--- config.mk ---
export PLATFORM = sky130hd
export DESIGN_NAME = regmap_table
export DESIGN_NICKNAME = d
export VERILOG_FILES = /design/src/rtl/regmap_pkg.sv /design/src/rtl/regmap_seq.sv /design/src/rtl/regmap_bank.sv /design/src/rtl/regmap_table.sv
export SDC_FILE = /design/constraint.sdc
export NUM_CORES = 1
export LEC_CHECK = 0
export ABC_AREA = 1
export BUFFER_PORTS_ARGS = -buffer_cell sky130_fd_sc_hd__buf_2
export CORE_MARGIN = 2
export CORE_UTILIZATION = 45
export DETAILED_ROUTE_END_ITERATION = 6
export GPL_ROUTABILITY_DRIVEN = 0
export PLACE_DENSITY = 0.64
export REMOVE_ABC_BUFFERS = 1
export SYNTH_ARGS = -nofsm -noshare
export SYNTH_HDL_FRONTEND = slang
export SYNTH_HIERARCHICAL = 1
export SYNTH_SLANG_ARGS = --single-unit
--- constraint.sdc ---
create_clock -name clk -period 6.1 [get_ports clk]
set_clock_uncertainty 0.05 [all_clocks]
set_input_delay 0 -clock clk [delete_from_list [all_inputs] [get_ports clk]]
set_output_delay 0 -clock clk [all_outputs]
set_load 0.005 [all_outputs]
--- src/rtl/regmap_pkg.sv ---
// Shared types for the register indirection table.
// Assumes a 5-bit architectural register number (32 rows per table).
package regmap_pkg;
    localparam int RNUM_W   = 5;
    localparam int NUM_ARCH = 1 << RNUM_W;

    typedef enum logic [1:0] {
        EW_DEFAULT = 2'd0,
        EW_HALF    = 2'd1,
        EW_8       = 2'd2,
        EW_16      = 2'd3
    } ew_e;

    // Configuration entry; fp sits in bit 0, bank in the top bit.
    typedef struct packed {
        logic              bank;
        logic              simd;
        logic              vec;
        ew_e               ew;
        logic [RNUM_W-1:0] target;
        logic [RNUM_W-1:0] key;
        logic              fp;
    } entry_t;

    // One expanded table row; used marks a row written since clearing.
    typedef struct packed {
        logic              used;
        logic              simd;
        logic              vec;
        ew_e               ew;
        logic [RNUM_W-1:0] target;
    } row_t;

    localparam int ENTRY_W = $bits(entry_t);
endpackage

--- src/rtl/regmap_seq.sv ---
// Entry store and rebuild sequencer.
// Holds the configuration entries. Every write restarts a walk that
// presents one entry per cycle, in index order, to the tables.
// Assumes wr_idx is always below N_ENTRIES.
module regmap_seq
    import regmap_pkg::*;
#(
    parameter int N_ENTRIES = 16,
    localparam int IDX_W = $clog2(N_ENTRIES)
) (
    input  logic               clk,
    input  logic               rst_n,
    input  logic               wr_en,
    input  logic [IDX_W-1:0]   wr_idx,
    input  logic [ENTRY_W-1:0] wr_data,
    output logic               busy,
    output logic               tbl_clr,
    output logic               apply_en,
    output entry_t             apply_entry
);
    localparam logic [IDX_W-1:0] LAST = IDX_W'(N_ENTRIES - 1);

    entry_t           entries [N_ENTRIES];
    logic [IDX_W-1:0] cnt;

    // Store entries and step the rebuild pointer.
    always_ff @(posedge clk) begin
        if (!rst_n) begin
            for (int i = 0; i < N_ENTRIES; i++) entries[i] <= '0;
            cnt  <= '0;
            busy <= 1'b0;
        end else if (wr_en) begin
            entries[wr_idx] <= entry_t'(wr_data);
            cnt  <= '0;
            busy <= 1'b1;
        end else if (busy) begin
            cnt <= cnt + 1'b1;
            if (cnt == LAST) busy <= 1'b0;
        end
    end

    // Present the current entry; reserved-bank entries are skipped.
    always_comb begin
        apply_entry = entries[cnt];
        tbl_clr     = wr_en;
        apply_en    = busy && !wr_en && !apply_entry.bank;
    end
endmodule

--- src/rtl/regmap_bank.sv ---
// One expanded lookup table (integer or FP).
// Clears every row in one cycle, writes one row per cycle and reads one row
// combinationally. Clear has priority over a row write.
module regmap_bank
    import regmap_pkg::*;
#(
    parameter int ROWS = NUM_ARCH,
    localparam int KEY_W = $clog2(ROWS)
) (
    input  logic             clk,
    input  logic             rst_n,
    input  logic             clr,
    input  logic             wr,
    input  logic [KEY_W-1:0] wr_key,
    input  row_t             wr_row,
    input  logic [KEY_W-1:0] rd_key,
    output row_t             rd_row
);
    row_t rows [ROWS];

    // Clear or update the table rows.
    always_ff @(posedge clk) begin
        if (!rst_n || clr) begin
            for (int i = 0; i < ROWS; i++) rows[i] <= '0;
        end else if (wr) begin
            rows[wr_key] <= wr_row;
        end
    end

    // Combinational row read.
    always_comb rd_row = rows[rd_key];
endmodule

--- src/rtl/regmap_table.sv ---
// Register indirection table, top level.
// Expands the configuration entries into an integer table and an FP table,
// and answers register lookups from them. While a rebuild runs, and for rows
// no entry names, the lookup gives the scalar identity mapping.
module regmap_table
    import regmap_pkg::*;
#(
    parameter int N_ENTRIES = 16,
    localparam int IDX_W = $clog2(N_ENTRIES),
    localparam int N_FILES = 2
) (
    input  logic               clk,
    input  logic               rst_n,
    input  logic               wr_en,
    input  logic [IDX_W-1:0]   wr_idx,
    input  logic [ENTRY_W-1:0] wr_data,
    output logic               busy,
    input  logic               lk_fp,
    input  logic [RNUM_W-1:0]  lk_reg,
    output logic [RNUM_W-1:0]  lk_target,
    output logic [1:0]         lk_ew,
    output logic               lk_vec,
    output logic               lk_simd
);
    logic   tbl_clr;
    logic   apply_en;
    entry_t apply_entry;
    row_t   new_row;
    row_t   rd_rows [N_FILES];
    row_t   sel_row;

    regmap_seq #(.N_ENTRIES(N_ENTRIES)) u_seq (
        .clk        (clk),
        .rst_n      (rst_n),
        .wr_en      (wr_en),
        .wr_idx     (wr_idx),
        .wr_data    (wr_data),
        .busy       (busy),
        .tbl_clr    (tbl_clr),
        .apply_en   (apply_en),
        .apply_entry(apply_entry)
    );

    // Build the row image carried by the entry being applied.
    always_comb begin
        new_row.used   = 1'b1;
        new_row.simd   = apply_entry.simd;
        new_row.vec    = apply_entry.vec;
        new_row.ew     = apply_entry.ew;
        new_row.target = apply_entry.target;
    end

    for (genvar f = 0; f < N_FILES; f++) begin : g_file
        regmap_bank #(.ROWS(NUM_ARCH)) u_bank (
            .clk   (clk),
            .rst_n (rst_n),
            .clr   (tbl_clr),
            .wr    (apply_en && (apply_entry.fp == f[0])),
            .wr_key(apply_entry.key),
            .wr_row(new_row),
            .rd_key(lk_reg),
            .rd_row(rd_rows[f])
        );
    end

    // Pick the table and fall back to identity when busy or unmapped.
    always_comb begin
        sel_row = rd_rows[lk_fp];
        if (busy || !sel_row.used) begin
            lk_target = lk_reg;
            lk_ew     = EW_DEFAULT;
            lk_vec    = 1'b0;
            lk_simd   = 1'b0;
        end else begin
            lk_target = sel_row.target;
            lk_ew     = sel_row.ew;
            lk_vec    = sel_row.vec;
            lk_simd   = sel_row.simd;
        end
    end
endmodule

==> results of run 1 <==
## layout make-up
cell class | count | area share, %
multi-input cells | 2998 | 27.6
clock inverters | 62 | 1.13
well taps | 1186 | 3.27
repair buffers | 112 | 1.79
diodes | 1 | 0.00552
clock buffers | 113 | 5.49
flip-flops and latches | 905 | 59.8
inverters | 108 | 0.905
## worst max-delay path, cell delays in order, from the launching register on
cell     delay [ns]
dfxtp_4        0.47
inv_2          0.40
buf_4          0.42
nor2_1         0.07
nor2_1         0.09
o21ai_0        0.09
nand3_1        0.11
nand3_1        0.13
nand2_1        0.43
inv_1          0.21
nor3_4         0.79
nand2_1        0.45
nand2_1        0.46
## sequential cells by signal, summed over array words and instances (netlist names), named ones only
name                flops
u_seq/cnt               4
u_seq/busy              1
g_file.u_bank/rows    640
u_seq/entries         256
## metrics by stage
stage                     utilization (%)  power, mW  hold WS, ns
after global placement               46.0       8.45        0.405
after CTS                            49.4       14.0       0.0123
final                                49.4       14.0       0.0342
after detailed placement             46.0       8.46        0.409
after global routing                 49.4       14.4       0.0542
after floorplan                         -       7.89       0.0473
## logic make-up after synthesis
group           synth area share (%)
buf+inv                         4.89
compound gates                  2.21
other cells                  0.00900
simple gates                    27.8
flops                           65.0
fa+ha+maj                     0.0300
## layer usage
layer	vias up	track usage [%]	routed length [microns]
li1	14200	-	-
met1	14400	34.2	48200
met2	1444	38.6	53300
met3	206	3.35	10300
met4	0	7.95	3440
met5	-	0	0
## cell usage in the layout (no fill, tap or decap), types with 2 or more instances in the layout
cell	count
nor2_1	1084
edfxtp_1	896
inv_6	5
inv_2	5
o21ai_0	107
clkinv_1	21
nor3_4	11
nand2_2	15
o211ai_1	45
nor2_4	3
nand2_1	1141
dlygate4sd3_1	17
nand3_1	557
conb_1	2
bufinv_16	8
clkbuf_16	97
buf_2	36
clkbuf_1	16
a21oi_1	9
inv_1	99
clkinv_2	28
buf_4	57
inv_4	2
nor3_1	18
dfxtp_1	7
## path summary, 6_finish.rpt
path	start	to	slack, ns	depth (start not counted)
min	wr_data[2]	u_seq/entries[14][2]$_SDFFCE_PN0P_	0.03	3
max	register	g_file[0].u_bank/rows[25][5]$_SDFFCE_PN0P_	1.56	12
min reg2reg	u_seq/cnt[1]$_SDFFE_PP0P_	register	0.46	2
max reg2reg	register	g_file[0].u_bank/rows[25][5]$_SDFFCE_PN0P_	1.56	12
## power by group
| part | internal (mW) | switching, mW | leakage [nW] | total (mW) |
|---|---|---|---|---|
| combinational | 0.240 | 0.940 | 7.01 | 1.18 |
| sequential | 7.10 | 0.0884 | 9.65 | 7.19 |
| clock | 3.24 | 2.36 | 1.49 | 5.61 |
==> metrics list, run 1 <==
- Run status: complete, no violations
* Number of fill cells: 8443
- Post-route DRC violation count: 0
- Count of placed standard cells in the final layout, fillers left out: 5485
* Routed via count divided by cell count: 5.52
- The initial utilization of the core area, before any placement, comes to 45.4%.
- Unrepaired setup endpoints after global routing: false
* Data arrival time of the critical path: 4.78 ns
* Global-route usage over all layers: 24.2%
- Of the cells placed in the final design, the portion with a size suffix greater than 1 is 6.44%.
* Instance count after placement with tap cells included: 5292
- The final layout contains routed wiring with a total length of 115000 microns.
* Post-synth cell types: 30
- Final worst path period need: 4.54 ns
- After detailed placement, the total cell area comes to 42200 sq um.
- By instance count, the leading cell after synthesis is nand2_1.
- Async set or reset register ratio after synthesis: 0%
- The min-delay analysis places its worst path in the category in -> reg.
- Synthesis-to-layout area growth: 8.84%
* Capturing element type of the critical path: register
* NumNets Final: 4250
* Number of I/O pins: 39
* # rows: 111
* Pre-Repair DR Iteration Count: 6
- After routing the design area is 45300 sq um.
- For the worst setup path, the data required time is 6.34 ns.
- In this run the tightest slew margin relative to its limit is 22.8%.
* Clock latency on the worst-skew pair: 0.65 ns
- Library cell occupying the most area in the post-synthesis netlist: edfxtp_1
- Y dimension of the die: 308 microns
- For this run, the leading register cell type out of synthesis is edfxtp_1.
- Static Leak: 18.1 nW
- The detail route stage leaves a number of antenna-violating nets equal to 0.
- Dividing total power by cell area gives a power density of 308 nW/um^2.
- Floorplan core area: 91700 sq um
* Maximum achievable frequency: 220 MHz
* Maximum number of pins on one net before global-route repair: 145
* Initial antenna violation count: 1
* Final routed wire length divided by cell count: 21.0 microns
- The multi-input combinational cells in the finished layout cover a total of 12500 sq um.
* Count of endpoints failing hold in the final timing report: 0
- Sequential cells were found to cover 65.0% of the synthesized design area.
- Post-synthesis cell count: 4359
* Max Cap Violations: 0
* Post-CTS setup repair buffer count: 0
- Proportion of netlist area held by the largest area contributor: 64.6%
- Final critical-path share of the clock period: 74.5%
* Yosys warnings: 6
- Top cells by area in the synthesized netlist: edfxtp_1 65%, nand2_1 10%, nor2_1 9.8%
* Critical-path maximum fanout: 40
- Avg Cell Area, Syn: 9.55 sq um
* Die ar.: 95000 sq um
- After synthesis the cells add up to 41600 sq um.
* Post-Route Setup TNS: 0 ns
* TritonCTS clock tree: done
- The first global-routing pass estimated 173000 microns of wire.
- Worst slack, placed: 1.64 ns
* Via count: 30300
- The HPWL after detailed placement is 70600 microns.
* Deepest clock path buffer count: 3
* CTS HTree Levels: 3
* Number of synthesized register bits: 905
- Largest voltage drop on the vdd net: 0.212 mV
- Actual slew at the worst max-slew pin: 1.16 ns
- Clock-pin slew was measured on the worst setup and hold paths at 0.06 ns.
* Worst setup path category: reg -> reg
- The count of pins over their slew limit was 0.
- The commonest cells after synthesis are 1141 x nand2_1, 1084 x nor2_1, 896 x edfxtp_1.
* Initial DRC Count: 3470
- The number of gates resized after CTS was 0.
- Final setup margin: 1.56 ns
- In this run, CTS created clock tree buffers numbering 95.
- Setup violators final: 0
- CP Launch Type: register
* Number of synthesized flops with an enable pin: 896
- Clock root buffer master: clkbuf_16
* Register area: 27100 sq um
- Count of input and output buffers: 38
- After global routing the overflow that remains totals 0.
* Post-cts hold buffer count: 17
- Die boundary width: 308 microns
* Vias in the first global route: 28600
* Clock net sink count: 905
Note: power is estimated with default switching activity, not from simulation.
==> run 2, diff against run 1 <==
ABC_AREA = 0   (was 1)
clock period = 4.4 ns   (was 6.1 ns; I/O delays follow)
==> run 2 against run 1 <==
  * Maximum frequency is 15% higher
  * Clock power is 42% higher
  * Sequential power is 39% higher
  * Final area is 4.8% higher
  * Global-route usage is 2.2 points lower
  * Sequential cell count stayed put
  * Hold slack better by 0.022 ns
  * Critical path depth is 5 lower
  * Die area is 1.5% higher
  * Total power is 38% higher
  * Via count is 18% lower
  * Critical endpoint is now g_file[1].u_bank/rows[4][9]$_SDFFCE_PN0P_
  * Largest cell class unchanged
==> metrics list, run 2 <==
- Combinational group share of total power: 7.5% (-0.9 points)
- Traced cell by cell, the critical path runs through buf_4 > mux4_2 > a22oi_1 > nand2_1 > or3b_2 > o21ai_0 > buf_4.
- Synthesis-to-layout area growth: 12.5%
* Reg2Reg Depth: 7 (-5)
* CTS HTree Levels: 3 (unchanged)
- Number of I/O pins: 39 (unchanged)
* Number of fill cells: 7766 (-8.0%)
* Largest register FFs: 640 (unchanged)
- Internal power summed over all cells: 14.9 mW (+41%)
- The transition time at the pin with the least slew margin was 1.42 ns (+0.261 ns).
- Final critical-path share of the clock period: 90.0% (+16 points)
* Register area: 27100 sq um (unchanged)
- The highest clock rate was 252 MHz (+15%).
- Avg Cell Area, Syn: 14.0 sq um (+46%)
* Slack of the worst reg-to-reg path: 0.44 ns (-1.12 ns)
- Number of buffers created by CTS: 96 (+1.1%)
- The final number of setup-violating endpoints came to 0 (unchanged).
- Worst setup path category: reg -> reg
* Largest voltage drop on the vdd net: 0.310 mV (+46%)
* Max-slew headroom at the worst pin: 5.12% (-18 points)
- Die boundary width: 310 microns (+0.72%)
- Commonest non-fill, non-tap cells in the layout: 900 x and2_1, 896 x edfxtp_1, 335 x mux2i_1, 153 x buf_4, 110 x a22oi_1
- The endpoint arrival time on the critical path is 4.27 ns (-0.51 ns).
- Switching power total: 4.40 mW (+30%)
- NumNets Final: 3151 (-26%)
* Final routed wire length divided by cell count: 23.7 microns (+13%)
- Vias in the first global route: 25200 (-12%)
* Most common cell after layout, fill and taps aside: and2_1
* Power density cells: 407 nW/um^2 (+32%)
- Required arrival time at the worst endpoint: 4.71 ns (-1.63 ns)
- The overall routed net length is 105000 microns (-8.7%).
- Setup repair after global routing left no endpoint under its margin.
- Y dimension of the die: 310 microns (+0.72%)
- Floorplan core area: 93200 sq um (+1.7%)
- The clock-pin slew reported for the worst setup and hold paths after clock tree synthesis came to 0.06 ns (about the same).
- The number of warnings issued by yosys was 6 (unchanged).
- Resized cells post-CTS: 0 (unchanged)
- The final routed DRC violation total is 0 (unchanged).
* Sw Share: 22.7% (-1.5 points)
- Count of pins over their slew limit: 0 (unchanged)
- Post-Route Setup TNS: 0 ns (unchanged)
- Largest stage delay, worst path: 0.84 ns (+0.05 ns)
- Global-route congestion overflow total: 0 (unchanged)
* Category of cells accounting for the largest share of critical-path delay: simple AND/OR/NAND/NOR gates
- The total area of multi-input combinational cells came to 14200 sq um (+13%).
- Remaining number of nets flagged by the antenna check after routing: 0 (unchanged)
* Effective utilization at floorplan: 45.3% (-0.086 points)
- Global-route usage over all layers: 22.0% (-2.2 points)
* Deepest clock path buffer count: 3 (unchanged)
- Routed via count divided by cell count: 5.56 (+0.75%)
* Class of the worst hold path: in -> reg
- The number of antenna violations at the first check in global routing came to 4 (+3).
- Overall power: 19.3 mW (+38%)
- The count of buffers inserted at the top-level ports came to 38 (unchanged).
- The max-cap violation count is 0 (unchanged).
- Ranked by flip-flop count, first place goes to g_file.u_bank/rows.
* Final worst path period need: 3.96 ns (-0.580 ns)
- Biggest registers after layout: g_file.u_bank/rows x640, u_seq/entries x256, u_seq/cnt x4
- The depth of the critical timing path with buffers and inverters included came to 7 (-5).
- The tree is rooted in a clkbuf_16.
- Run status: complete, no violations
- The static leakage is 18.2 nW (+0.38%).
- STA classifies the critical path endpoint as a register.
- The worst setup path is launched from a register.
- The number of buffer and inverter instances along the worst setup path is 2 (-1).
* Initial DRC Count: 2338 (-33%)
- Post-synthesis instance area: 42300 sq um (+1.5%)
- Critical path's most frequent cell: buf_4
- Critical-path maximum fanout: 22 (-45%)
* Via count: 24700 (-18%)
- Clock latency on the worst-skew pair: 0.66 ns (about the same)
- Maximum number of pins on one net before global-route repair: 65 (-55%)
* Cells on Worst Hold Path: 4 (+1)
- Clock net sink count: 905 (unchanged)
- Wire length of the first global-routing pass: 157000 microns (-9.1%)
- Clock share of power: 41.0% (+0.9 points)
- DP Wirelength: 65700 microns (-6.9%)
- TritonCTS built the clock tree.
- The number of setup buffers added after CTS came to 0 (unchanged).
- Post-synthesis cell count: 3026 (-31%)
* Die ar.: 96400 sq um (+1.5%)
- The sequential cell fraction of total power came to 51.5% (about the same).
- Pre-Repair DR Iteration Count: 6 (unchanged)
- The share of cells above drive strength 1 was 14.5% (+8.0 points).
- The number of failing hold endpoints at the final stage came to 0 (unchanged).
* Post-cts hold buffer count: 19 (+2)
* # rows: 112 (+0.90%)
* CP max stage cell: or3b_2
## run 2: cell count changes in the layout (fill, tap and decap cells not counted), moves of 98 or more
cell / change
nand3_1: -513
nor2_1: -1037
and2_1: +900
nand2_1: -1085
a22oi_1: +110
inv_1: -98
mux2i_1: +335
## run 2: worst reg2reg max path: stages, from the launching register on
cell and delay [ns]:
dfxtp_2 0.61, buf_4 0.43, mux4_2 0.40, a22oi_1 0.29
nand2_1 0.61, or3b_2 0.85, o21ai_0 0.23, buf_4 0.21
## run 2: worst paths after layout
kind                                                start                                        end
worst max-delay path                             register  g_file[1].u_bank/rows[4][9]$_SDFFCE_PN0P_
worst min-delay path                            wr_idx[1]          u_seq/entries[0][9]$_SDFFCE_PN0P_
worst max register to register                   register  g_file[1].u_bank/rows[4][9]$_SDFFCE_PN0P_
worst min register to register  u_seq/cnt[1]$_SDFFE_PP0P_                                   register
## run 2: layer usage
layer	GRT usage [%]	part of all wire, %	vias to the layer above
met5	0	0	-
li1	-	-	11200
met3	3.00	6.2	167
met4	7.13	2.7	0
met2	36.5	48	858
met1	30.1	43	12400
## run 2: final cells by class
| type | instances | share of cell area (%) |
|---|---|---|
| inverter | 1 | 0.00790 |
| multi-input combinational | 1905 | 29.9 |
| sequential | 905 | 57.0 |
| clock buffer | 119 | 5.33 |
| antenna | 2 | 0.0105 |
| tap | 1254 | 3.30 |
| timing repair buffer | 212 | 3.32 |
| clock inverter | 49 | 1.12 |
## run 2: power by group through the flow
stage	combinational, mW	clock (mW)	sequential [mW]
after CTS	1.43	8.07	9.96
final	1.45	7.94	9.96
after floorplan	0.705	0	10.1
after detailed placement	1.41	0	10.1
after global routing	1.53	8.37	9.99
after global placement	1.38	0	10.1
## run 2: stage by stage
stage	instance area, sq um	setup slack, ns	util [%]	hold slack (ns)	std cells
finish	47500	0.438	51.0	0.0565	4447
global route	47500	0.240	51.0	0.0583	4445
CTS	47500	0.421	51.0	0.0184	4445
detailed placement	44300	0.419	47.5	0.398	4258
global placement	44300	0.378	47.5	0.382	4258
floorplan	41300	-1.46	-	0.0782	2811
